[config.mk]
export PLATFORM = sky130hd
export DESIGN_NAME = reload_clk_divider
export DESIGN_NICKNAME = d
export VERILOG_FILES = /design/src/rtl/clkdiv_pkg.sv /design/src/rtl/cdiv_regs.sv /design/src/rtl/cdiv_reload.sv /design/src/rtl/cdiv_counter.sv /design/src/rtl/reload_clk_divider.sv
export SDC_FILE = /design/constraint.sdc
export NUM_CORES = 1
export LEC_CHECK = 0
export BUFFER_PORTS_ARGS = -buffer_cell sky130_fd_sc_hd__buf_2
export CAP_MARGIN = 20
export CORE_UTILIZATION = 50
export DETAILED_ROUTE_END_ITERATION = 12
export GPL_ROUTABILITY_DRIVEN = 0
export PLACE_DENSITY = 0.7
export SLEW_MARGIN = 25
export SYNTH_ARGS = -nofsm -noshare
export SYNTH_HDL_FRONTEND = slang
export SYNTH_SLANG_ARGS = --single-unit
[constraint.sdc]
create_clock -name clk -period 3.38 [get_ports clk]
set_input_delay 0.338 -clock clk [delete_from_list [all_inputs] [get_ports clk]]
set_output_delay 0.338 -clock clk [all_outputs]
set_load 0.03 [all_outputs]
[src/rtl/clkdiv_pkg.sv]
`timescale 1ns/1ps
// Package: shared constants and helpers for the reloadable clock divider.
// Assumes a single 32-bit register width and one divided clock per instance.
package clkdiv_pkg;
    localparam int CD_DATA_W      = 32;
    localparam int CD_RATIO_W     = 6;
    localparam int CD_RATIO_LSB   = 8;
    localparam int CD_FORCE_BIT   = 1;
    localparam int CD_TRIG_BIT    = 8;
    localparam int CD_BUSY_BIT    = 31;
    localparam int CD_RESET_RATIO = 8;
    localparam int CD_MIN_RATIO   = 2;

    typedef logic [CD_RATIO_W-1:0] ratio_t;

    // Clamp a programmed ratio to the smallest usable value.
    function automatic ratio_t eff_ratio(input ratio_t r);
        return (r < ratio_t'(CD_MIN_RATIO)) ? ratio_t'(CD_MIN_RATIO) : r;
    endfunction
endpackage

[src/rtl/cdiv_regs.sv]
`timescale 1ns/1ps
// Module: cdiv_regs
// Holds the control word and the ratio word and decodes the reload request.
// Assumes single-cycle writes; reads are combinational; busy is merged into
// the control readback and is never stored.
module cdiv_regs
    import clkdiv_pkg::*;
#(
    parameter int EN_OFFSET = 24
) (
    input  logic                 clk,
    input  logic                 rst_n,
    input  logic                 bus_wr,
    input  logic                 bus_addr,
    input  logic [CD_DATA_W-1:0] bus_wdata,
    output logic [CD_DATA_W-1:0] bus_rdata,
    input  logic                 busy,
    output logic                 trig,
    output ratio_t               staged_ratio,
    output logic                 en_req
);
    localparam int EN_BIT = CD_FORCE_BIT + EN_OFFSET;
    localparam logic [CD_DATA_W-1:0] BUSY_MASK = CD_DATA_W'(1) << CD_BUSY_BIT;
    localparam logic [CD_DATA_W-1:0] RATIO_RST =
        CD_DATA_W'(CD_RESET_RATIO) << CD_RATIO_LSB;

    logic [CD_DATA_W-1:0] ctl_q;
    logic [CD_DATA_W-1:0] ratio_q;

    // Store software writes; the busy position is kept at zero.
    always_ff @(posedge clk) begin
        if (!rst_n) begin
            ctl_q   <= '0;
            ratio_q <= RATIO_RST;
        end else if (bus_wr) begin
            if (!bus_addr) ctl_q   <= bus_wdata & ~BUSY_MASK;
            else           ratio_q <= bus_wdata;
        end
    end

    // Readback mux with the live busy flag merged into the control word.
    always_comb begin
        if (!bus_addr) bus_rdata = ctl_q | (busy ? BUSY_MASK : '0);
        else           bus_rdata = ratio_q;
    end

    // A reload request needs both the trigger and the force flag in one write.
    always_comb begin
        trig = bus_wr && !bus_addr && bus_wdata[CD_TRIG_BIT] && bus_wdata[CD_FORCE_BIT];
    end

    assign staged_ratio = ratio_q[CD_RATIO_LSB +: CD_RATIO_W];
    assign en_req       = ctl_q[EN_BIT];
endmodule

[src/rtl/cdiv_reload.sv]
`timescale 1ns/1ps
// Module: cdiv_reload
// Captures the staged ratio on a reload request and holds it pending until
// the divider reports that it has consumed it at a period boundary.
// Assumes a request arriving together with an apply keeps the newer value pending.
module cdiv_reload
    import clkdiv_pkg::*;
(
    input  logic   clk,
    input  logic   rst_n,
    input  logic   trig,
    input  ratio_t staged_ratio,
    input  logic   applied,
    output logic   pend,
    output ratio_t pend_ratio
);
    // Pending flag and captured ratio.
    always_ff @(posedge clk) begin
        if (!rst_n) begin
            pend       <= 1'b0;
            pend_ratio <= ratio_t'(CD_RESET_RATIO);
        end else if (trig) begin
            pend       <= 1'b1;
            pend_ratio <= staged_ratio;
        end else if (applied) begin
            pend       <= 1'b0;
        end
    end
endmodule

[src/rtl/cdiv_counter.sv]
`timescale 1ns/1ps
// Module: cdiv_counter
// Period counter with registered, gated output. The ratio and the enable are
// updated only where a new period starts, so no pulse is ever truncated.
// Assumes the active ratio is always at least 2.
module cdiv_counter
    import clkdiv_pkg::*;
(
    input  logic   clk,
    input  logic   rst_n,
    input  logic   en_req,
    input  logic   pend,
    input  ratio_t pend_ratio,
    output logic   applied,
    output logic   clk_out,
    output ratio_t cnt,
    output ratio_t act_ratio
);
    logic   en_q;
    logic   last;
    ratio_t n_cnt;
    ratio_t n_act;
    logic   n_en;

    // Next-state decode for the period position, ratio and gate.
    always_comb begin
        last    = (cnt == act_ratio - ratio_t'(1));
        applied = last && pend;
        n_cnt   = last ? '0 : cnt + ratio_t'(1);
        n_act   = applied ? eff_ratio(pend_ratio) : act_ratio;
        n_en    = last ? en_req : en_q;
    end

    // State and registered output update.
    always_ff @(posedge clk) begin
        if (!rst_n) begin
            cnt       <= '0;
            act_ratio <= ratio_t'(CD_RESET_RATIO);
            en_q      <= 1'b0;
            clk_out   <= 1'b0;
        end else begin
            cnt       <= n_cnt;
            act_ratio <= n_act;
            en_q      <= n_en;
            clk_out   <= n_en && (n_cnt < (n_act >> 1));
        end
    end
endmodule

[src/rtl/reload_clk_divider.sv]
`timescale 1ns/1ps
// Module: reload_clk_divider (top)
// Register file, reload handshake and divider for one derived clock.
// Assumes clk is the parent clock and that all bus traffic is synchronous to it.
module reload_clk_divider
    import clkdiv_pkg::*;
#(
    parameter int EN_OFFSET = 24
) (
    input  logic                 clk,
    input  logic                 rst_n,
    input  logic                 bus_wr,
    input  logic                 bus_addr,
    input  logic [CD_DATA_W-1:0] bus_wdata,
    output logic [CD_DATA_W-1:0] bus_rdata,
    output logic                 clk_out
);
    logic   busy;
    logic   trig;
    logic   en_req;
    logic   applied;
    ratio_t staged_ratio;
    ratio_t pend_ratio;
    ratio_t cnt;
    ratio_t act_ratio;

    cdiv_regs #(.EN_OFFSET(EN_OFFSET)) u_regs (
        .clk(clk), .rst_n(rst_n), .bus_wr(bus_wr), .bus_addr(bus_addr),
        .bus_wdata(bus_wdata), .bus_rdata(bus_rdata), .busy(busy),
        .trig(trig), .staged_ratio(staged_ratio), .en_req(en_req)
    );

    cdiv_reload u_reload (
        .clk(clk), .rst_n(rst_n), .trig(trig), .staged_ratio(staged_ratio),
        .applied(applied), .pend(busy), .pend_ratio(pend_ratio)
    );

    cdiv_counter u_cnt (
        .clk(clk), .rst_n(rst_n), .en_req(en_req), .pend(busy),
        .pend_ratio(pend_ratio), .applied(applied), .clk_out(clk_out),
        .cnt(cnt), .act_ratio(act_ratio)
    );
endmodule

# Word level (Yosys, flattened, before mapping)

Index checks and enable logic that the tools add are counted.

Add/sub/neg operators: 2
Eq/ne operators: 1
$lt $le $gt $ge: 2
Bitwise gates (word level): 2
Reductions and logical operators: 9
Multiplexer cells: 8

Operators by type and width:

| cell                                               | count |
|---|---|
| two-way mux 32 bit                                 | 2 |
| OR 31 x 32 -> 32 bit                               | 1 |
| two-way mux 6 bit                                  | 3 |
| adder 6 x 1 -> 6 bit, second input constant        | 1 |
| equality test 6 bit                                | 1 |
| < comparator 6 x 2 -> 1 bit, second input constant | 1 |
| < comparator 6 x 5 -> 1 bit                        | 1 |
| subtractor 6 x 1 -> 6 bit, second input constant   | 1 |
| logical AND 1 bit                                  | 5 |
| AND reduction 2 bit                                | 2 |
| two-way mux 1 bit                                  | 3 |
| nonzero test 2 bit                                 | 1 |
| zero test 1 bit                                    | 1 |
| inverter 1 bit                                     | 1 |

Input bits: 36
Register bits: 84
Output and inout bits: 33
Word-level logic and storage cells: 33

# Longest topological paths before layout

Gate-level depths: netlist of run 1.

Depth after elaboration: 6
Mapped depth: 13
Mapped depth without buffers: 12

# By module

Synthesis of run 1 repeated with hierarchy kept, for this count alone.

Cells, all modules: 405
Area, all modules: 3998.8 sq um

By module, submodules not included:

| module       | cells each | area an instance (sq um) | sequential area each (sq um) | instances |
|---|---|---|---|---|
| cdiv_regs    | 287        | 2850.2                   | 1261.2                       | 1 |
| cdiv_counter | 96         | 888.4                    | 280.3                        | 1 |
| cdiv_reload  | 22         | 260.2                    | 140.1                        | 1 |

# Worst setup path after synthesis of run 1

OpenSTA, ideal clock, no wires.

Kind: register to register
Start: register u_cnt.act_ratio[0]
End: register u_cnt.clk_out
Arrival: 2776 ps
Slack: 538 ps
Path buffers: 0
Stages on the path, launching flop included: 13
Data required time: 3314 ps
Library setup time: 66 ps
Path through: dfxtp_1 inv_1 ha_1 nand2b_1 o211a_1 o31ai_1 nand3_1 mux2i_1 ha_1 a21oi_1 o21ai_0 a2111o_1 a21oi_2

Word-level cells in the longest chain between the ends: 6

RTL lines:

| element                     | line               | RTL |
|---|---|---|
| start: declaration          | cdiv_counter.sv:17 | `output ratio_t act_ratio` |
| start signal: assignment    | cdiv_counter.sv:38 | `act_ratio <= ratio_t'(CD_RESET_RATIO);` |
| start signal: assignment    | cdiv_counter.sv:43 | `act_ratio <= n_act;` |
| subtractor 6 x 1 -> 6 bit * | cdiv_counter.sv:27 | `last = (cnt == act_ratio - ratio_t'(1));` |
| equality test 6 bit *       | cdiv_counter.sv:27 |  |
| logical AND 1 bit           | cdiv_counter.sv:28 | `applied = last && pend;` |
| two-way mux 6 bit           | cdiv_counter.sv:30 | `n_act = applied ? eff_ratio(pend_ratio) : act_ratio;` |
| < comparator 6 x 5 -> 1 bit | cdiv_counter.sv:45 | `clk_out <= n_en && (n_cnt < (n_act >> 1));` |
| logical AND 1 bit *         | cdiv_counter.sv:45 |  |
| end signal: assignment      | cdiv_counter.sv:45 |  |
| end: declaration            | cdiv_counter.sv:15 | `output logic clk_out,` |

Mark *: on every way between the ends. The rest lies on a longest branch, timed or not.
A chain may end at the register's enable or synchronous reset.

# Worst setup path in the final report of run 1

Start: register u_cnt.act_ratio[1]
End: register u_cnt.clk_out

Word-level cells in the longest chain between the ends: 6

RTL lines:

| element                     | line |
|---|---|
| subtractor 6 x 1 -> 6 bit   | cdiv_counter.sv:27 |
| equality test 6 bit         | cdiv_counter.sv:27 |
| logical AND 1 bit           | cdiv_counter.sv:28 |
| two-way mux 6 bit           | cdiv_counter.sv:30 |
| < comparator 6 x 5 -> 1 bit | cdiv_counter.sv:45 |
| logical AND 1 bit *         | cdiv_counter.sv:45 |

Marks and branches as above.

==> flow_summary.toml, run 1 <==
[clocking]
post_cts_buffers = 0
cts.sinks = 84
clockBufferDepth = 2
htree_levels = 3
cts_tree = "built"
clk_latency_ns = 0.35
cts_hold_buf = 0
cts_buffers = 9
clkTransAtPathRegs_ns = 0.07
root_buffer = "clkbuf_8"

[power]
power_density_mw_per_mm2 = 477
p_seq_share_pct = 52.0
p_comb_share_pct = 12.1
p_switching_uw = 521
p_leak_nw = 1.85
sw_frac_of_total_pct = 25.7
peakVddDrop_mv = 0.301
clockPowerShare_pct = 35.9
p_int_mw = 1.50

[global_routing]
grt_pass1_wl_mm = 13.8
grt_busiest_layer = "met2"
track_usage_pct = 23.4
met3_usage_pct = 5.12
grt-ovfl-total = 0
grt_pass1_vias = 3047
grtUsageMet2_pct = 38.4
grt_use_met1_pct = 29.6
grt_start_max_net_pins = 56
antenna_found_initial = 1

[floorplanning]
initial_core_util_pct = 52.4
ioPinCount = 69
die_x_um = 87.1
core_area_mm2 = 0.00691
rows = 30
fp.dieH_um = 87.1
dieArea_mm2 = 0.00758

[sta]
setup_violations = 0
fin_tns_setup_ns = 0
fin_skew_ns = 0.00976
hold_ws_ns = 0.230
fin_crit_sh_pct = 92.0
rsz0062_at_grt = "false"
period_minus_slack_ns = 3.11
slew_violations = 0
hold_viol = 0
slew_headroom_pct = 40.4
worst_pin_slew_ns = 0.891
achievable-frequency_ghz = 0.322
postLayoutSetupSlackWorst_ns = 0.270

[run]
cap_violations = 0

[yosys]
ys_async_sr_fraction_pct = 0
ys.flop_type = "dfxtp_1"
synth-adder-area-share_pct = 2.08
ys_ff_latch = 84
yosysWarnings = 0
netlist_area_mm2 = 0.00362
synth_top_cell_by_area = "dfxtp_1"
synth_edf_count = 0
synthTopCellsByArea = "dfxtp_1 46%, nand2_1 15%, a21oi_1 9.7%"
syn_inst = 442
synthXorXnorAreaFrac_pct = 2.42
synth_compound_area_share_pct = 12.6
synthSimpleGateAreaFrac_pct = 22.0
synth_fp_nets = 484
synth.avg_cell_area_um2 = 8.18
muxShareOfSynthArea_pct = 10.8
synth_top_cell_area_share_pct = 46.5
synth_cell_type_count = 36
synth_top_family_by_area = "simple AND/OR/NAND/NOR gates"
seq_area_frac_synth_pct = 46.5

[status]
status = "finished, final reports clean"

[route]
drt_iter0_drc = 105
drc = 0
firstDrtPassIters = 4
via_per_inst = 5.23
wire_per_inst_um = 13.6
drt_wl_total_mm = 8.16
routed-via-count = 3130
ant_nets = 0

[worst_setup_path]
criticalPathCategory = "register to register"
required_ns = 3.66
cp-end-kind = "register"
worst-path-max-fanout = 8
critPathLaunchType = "register"
cp.arrival_ns = 3.39

[finish]
diodes = 0
nNetsFinal = 540
layout_commonest_cell = "nand2_1"
mostFrequentLayoutCells = "145 x nand2_1, 84 x dfxtp_1, 70 x a21oi_1, 68 x buf_2, 31 x mux2_2"
area_growth_pct = 17.4
drive_gt1_share_pct = 25.0

[placed_design]
dpl.hpwl_mm = 5.49
place_ws_ns = 0.244
io_buffers = 68

[worst_hold_path]
worstHoldPathType = "input pin to register"
## worst paths after layout
path / from / endpoint / slack (ns) / cells past startpoint
max: u_cnt.act_ratio[1]$_SDFF_PN0_ / u_cnt.clk_out$_SDFF_PN0_ / 0.27 / 12
min: bus_wdata[11] / u_regs.ratio_q[11]$_SDFFE_PN1P_ / 0.23 / 3
max reg2reg: u_cnt.act_ratio[1]$_SDFF_PN0_ / u_cnt.clk_out$_SDFF_PN0_ / 0.27 / 12
min reg2reg: u_regs.ctl_q[19]$_SDFFE_PN0P_ / u_regs.ctl_q[19]$_SDFFE_PN0P_ / 0.45 / 2
## cell type report
type | instances | area (um^2)
multi-input cells | 323 | 1810
repair buffers | 74 | 410
well taps | 96 | 120
clock buffers | 13 | 159
clock inverters | 3 | 43.8
flip-flops and latches | 84 | 1680
inverters | 6 | 22.5
fillers | 631 | 2660
## critical path, cell delays in order, from the launching register on
cell,delay [ns]
dfxtp_1,0.40
inv_1,0.10
ha_1,0.23
nand2b_1,0.17
o211a_1,0.14
o31ai_1,0.45
nand3_2,0.28
mux2i_1,0.27
ha_1,0.30
a21oi_1,0.15
o21ai_0,0.09
a2111o_1,0.39
a21oi_2,0.09
## cell usage after synthesis (2+ instances only)
cell,n
o21ai_1,2
mux2i_1,4
ha_1,6
and2_1,4
o21ai_0,2
and3_1,2
nor2b_1,5
mux2_2,31
nor3_1,4
buf_1,2
a21oi_1,70
dfxtp_1,84
nand2_1,145
nand3_1,8
xor2_1,7
inv_1,6
xnor2_1,3
clkbuf_1,26
nor2_1,9
nand2b_1,4
nand4_1,3
## through the flow
step	instances	power [mW]	utilization (%)	instance area [um^2]
2_1_floorplan	442	1.24	-	3620
3_3_place_gp	583	1.31	58.5	4040
3_5_place_dp	583	1.32	58.5	4040
4_1_cts	599	2.04	61.4	4240
5_1_grt	599	2.12	61.5	4250
6_report	599	2.02	61.5	4250
## logic make-up after synthesis
| logic type | after synthesis |
|---|---|
| AND/OR/NAND/NOR | 188 |
| adder cells (fa/ha/maj) | 6 |
| flip-flops | 84 |
| XOR/XNOR | 10 |
| AO/OA/AOI/OAI | 84 |
| buffers and inverters | 35 |
| multiplexers | 35 |
## power groups by stage
stage	combinational, mW	clock [mW]	sequential [mW]
6_report	0.244	0.727	1.05
5_1_grt	0.269	0.792	1.06
4_1_cts	0.246	0.745	1.05
3_5_place_dp	0.245	0	1.07
3_3_place_gp	0.241	0	1.07
2_1_floorplan	0.170	0	1.07
## registers in the layout (all words and copies together), names as in the netlist
| name | cells |
|---|---|
| u_cnt.act_ratio | 6 |
| u_cnt.clk_out | 1 |
| u_cnt.cnt | 6 |
| u_cnt.en_q | 1 |
| u_regs.ctl_q | 31 |
| u_regs.ratio_q | 32 |
| u_reload.pend | 1 |
| u_reload.pend_ratio | 6 |
## routing by layer
metal	share of wire [%]	vias up	routed length [um]
met5	0.16	-	13
met4	1.6	2	131
met3	4.5	15	371
met2	49	65	3970
met1	45	1468	3670
li1	-	1580	-
## timing repair
item                                   CTS  global route
resized for setup                        0             1
setup endpoints to repair                0             1
endpoints found under the hold margin    0             0
Power figures use the tool's default switching activity.
==> run 2, diff against run 1 <==
CORE_MARGIN = 2   (was unset)
==> run 2 against run 1 <==
Non-clock buffer count grew 1. Register-to-register slack gained 0.11 ns. First-iteration DRC count grew 36%. Hold slack lost 0.0073 ns.
==> flow_summary.toml, run 2 (same netlist as run 1, synthesis figures left out) <==
[sta]
achievable-frequency_ghz = 0.333
hold_ws_ns = 0.223
hold_viol = 0
worst_pin_slew_ns = 0.957
slew_violations = 0
fin_tns_setup_ns = 0
fin_skew_ns = 0.00960
slew_headroom_pct = 36.1
setup_violations = 0
fin_crit_sh_pct = 88.9
period_minus_slack_ns = 3.00
rsz0062_at_grt = "false"

[floorplanning]
dieArea_mm2 = 0.00793
core_area_mm2 = 0.00714
ioPinCount = 69
die_x_um = 89.1
rows = 31
fp.dieH_um = 89.1
initial_core_util_pct = 50.7

[clocking]
clockBufferDepth = 2
clkTransAtPathRegs_ns = 0.08
cts_tree = "built"
root_buffer = "clkbuf_8"
cts_hold_buf = 0
clk_latency_ns = 0.34
ctsResizeCount = 0
htree_levels = 3
cts.sinks = 84
post_cts_buffers = 0
cts_buffers = 9

[global_routing]
grt-ovfl-total = 0
grtUsageMet2_pct = 35.1
grt_start_max_net_pins = 57
antenna_found_initial = 0
grt_pass1_vias = 2956
track_usage_pct = 21.7
grt_use_met1_pct = 28.2
met3_usage_pct = 5.45
grt_pass1_wl_mm = 13.5
grt_busiest_layer = "met2"

[route]
drt_iter0_drc = 143
ant_nets = 0
routed-via-count = 3121
wire_per_inst_um = 14.1
drc = 0
via_per_inst = 5.18
drt_wl_total_mm = 8.50
firstDrtPassIters = 4

[worst_setup_path]
criticalPathCategory = "register to register"
cp-end-kind = "register"
cpMostUsedCell = "ha_1"
cpMaxStageDelayCell = "dfxtp_1"
critPathLaunchType = "register"
crit_path_max_incr_delay_ns = 0.40
worst-path-max-fanout = 8
path_cells = "inv_1 > ha_1 > nand2b_1 > o211a_1 > o31ai_2 > nand3_2 > mux2i_1 > ha_1 > a21oi_1 > o21ai_0 > a2111o_1 > a21oi_2"
cp.arrival_ns = 3.29
required_ns = 3.66

[finish]
layout_commonest_cell = "nand2_1"
nNetsFinal = 541
regMostFlops = "u_regs.ratio_q"
diodes = 0
drive_gt1_share_pct = 25.6
mostFrequentLayoutCells = "145 x nand2_1, 84 x dfxtp_1, 70 x a21oi_1, 68 x buf_2, 31 x mux2_2"
area_growth_pct = 18.9
largest_reg_flops = 32
largestRegisters = "u_regs.ratio_q (32), u_regs.ctl_q (31)"

[power]
p_leak_nw = 1.87
power_density_mw_per_mm2 = 517
peakVddDrop_mv = 0.272

[placed_design]
io_buffers = 68
dpl.hpwl_mm = 5.67

[worst_hold_path]
worstHoldPathType = "input pin to register"

[run]
cap_violations = 0

[status]
status = "finished, final reports clean"
[run 2: cell count changes in the layout (fill, tap and decap cells not counted), moves of 2 or more]
cell,delta
clkbuf_8,-2
buf_12,-2
buf_4,+3
bufinv_16,+3
[run 2: worst max-delay path: cells and delay by family (launching register included)]
kind	cells	cell delay, ns
flip-flops	1	0.40
AO/OA/AOI/OAI	6	1.25
AND/OR/NAND/NOR	2	0.44
adder cells (fa/ha/maj)	2	0.52
multiplexers	1	0.26
buffers and inverters	1	0.08
[run 2: final cells by class]
type	instances	area, um^2
Clock buffer	10	128
Clock inverter	6	136
Fill cell	679	2840
Inverter	6	22.5
Multi-Input combinational cell	323	1820
Sequential cell	84	1680
Tap cell	99	124
Timing Repair Buffer	75	393
[run 2: through the flow]
step | worst slack (ns) | total power, mW | cells | area (um^2) | utilization (%)
final | 0.376 | 2.22 | 603 | 4300 | 60.3
after global routing | 0.114 | 2.31 | 603 | 4300 | 60.3
after CTS | 0.143 | 2.24 | 603 | 4290 | 60.1
after floorplan | 0.538 | 1.24 | 442 | 3620 | -
after global placement | 0.305 | 1.31 | 587 | 4030 | 56.4
after detailed placement | 0.158 | 1.32 | 587 | 4030 | 56.4
[run 2: final timing paths]
| kind | start | end | depth (start not counted) | slack [ns] |
|---|---|---|---|---|
| setup reg to reg | u_cnt.act_ratio[1]$_SDFF_PN0_ | u_cnt.clk_out$_SDFF_PN0_ | 12 | 0.38 |
| hold / removal | bus_wdata[11] | u_regs.ratio_q[11]$_SDFFE_PN1P_ | 3 | 0.22 |
| hold reg to reg | u_regs.ratio_q[27]$_SDFFE_PN0P_ | u_regs.ratio_q[27]$_SDFFE_PN0P_ | 2 | 0.46 |
| setup / recovery | u_cnt.act_ratio[1]$_SDFF_PN0_ | u_cnt.clk_out$_SDFF_PN0_ | 12 | 0.38 |
[run 2: power breakdown]
part	internal, mW	total [mW]	leakage, nW	switching (mW)
clock	0.567	0.927	0.127	0.360
combinational	0.0889	0.245	1.06	0.156
sequential	1.03	1.05	0.685	0.0239
[run 2: per-layer routing]
layer	part of all wire (%)	vias to the layer above
li1	-	1589
met1	45	1444
met2	48	74
met3	5.1	14
met4	2.0	0
met5	0	-
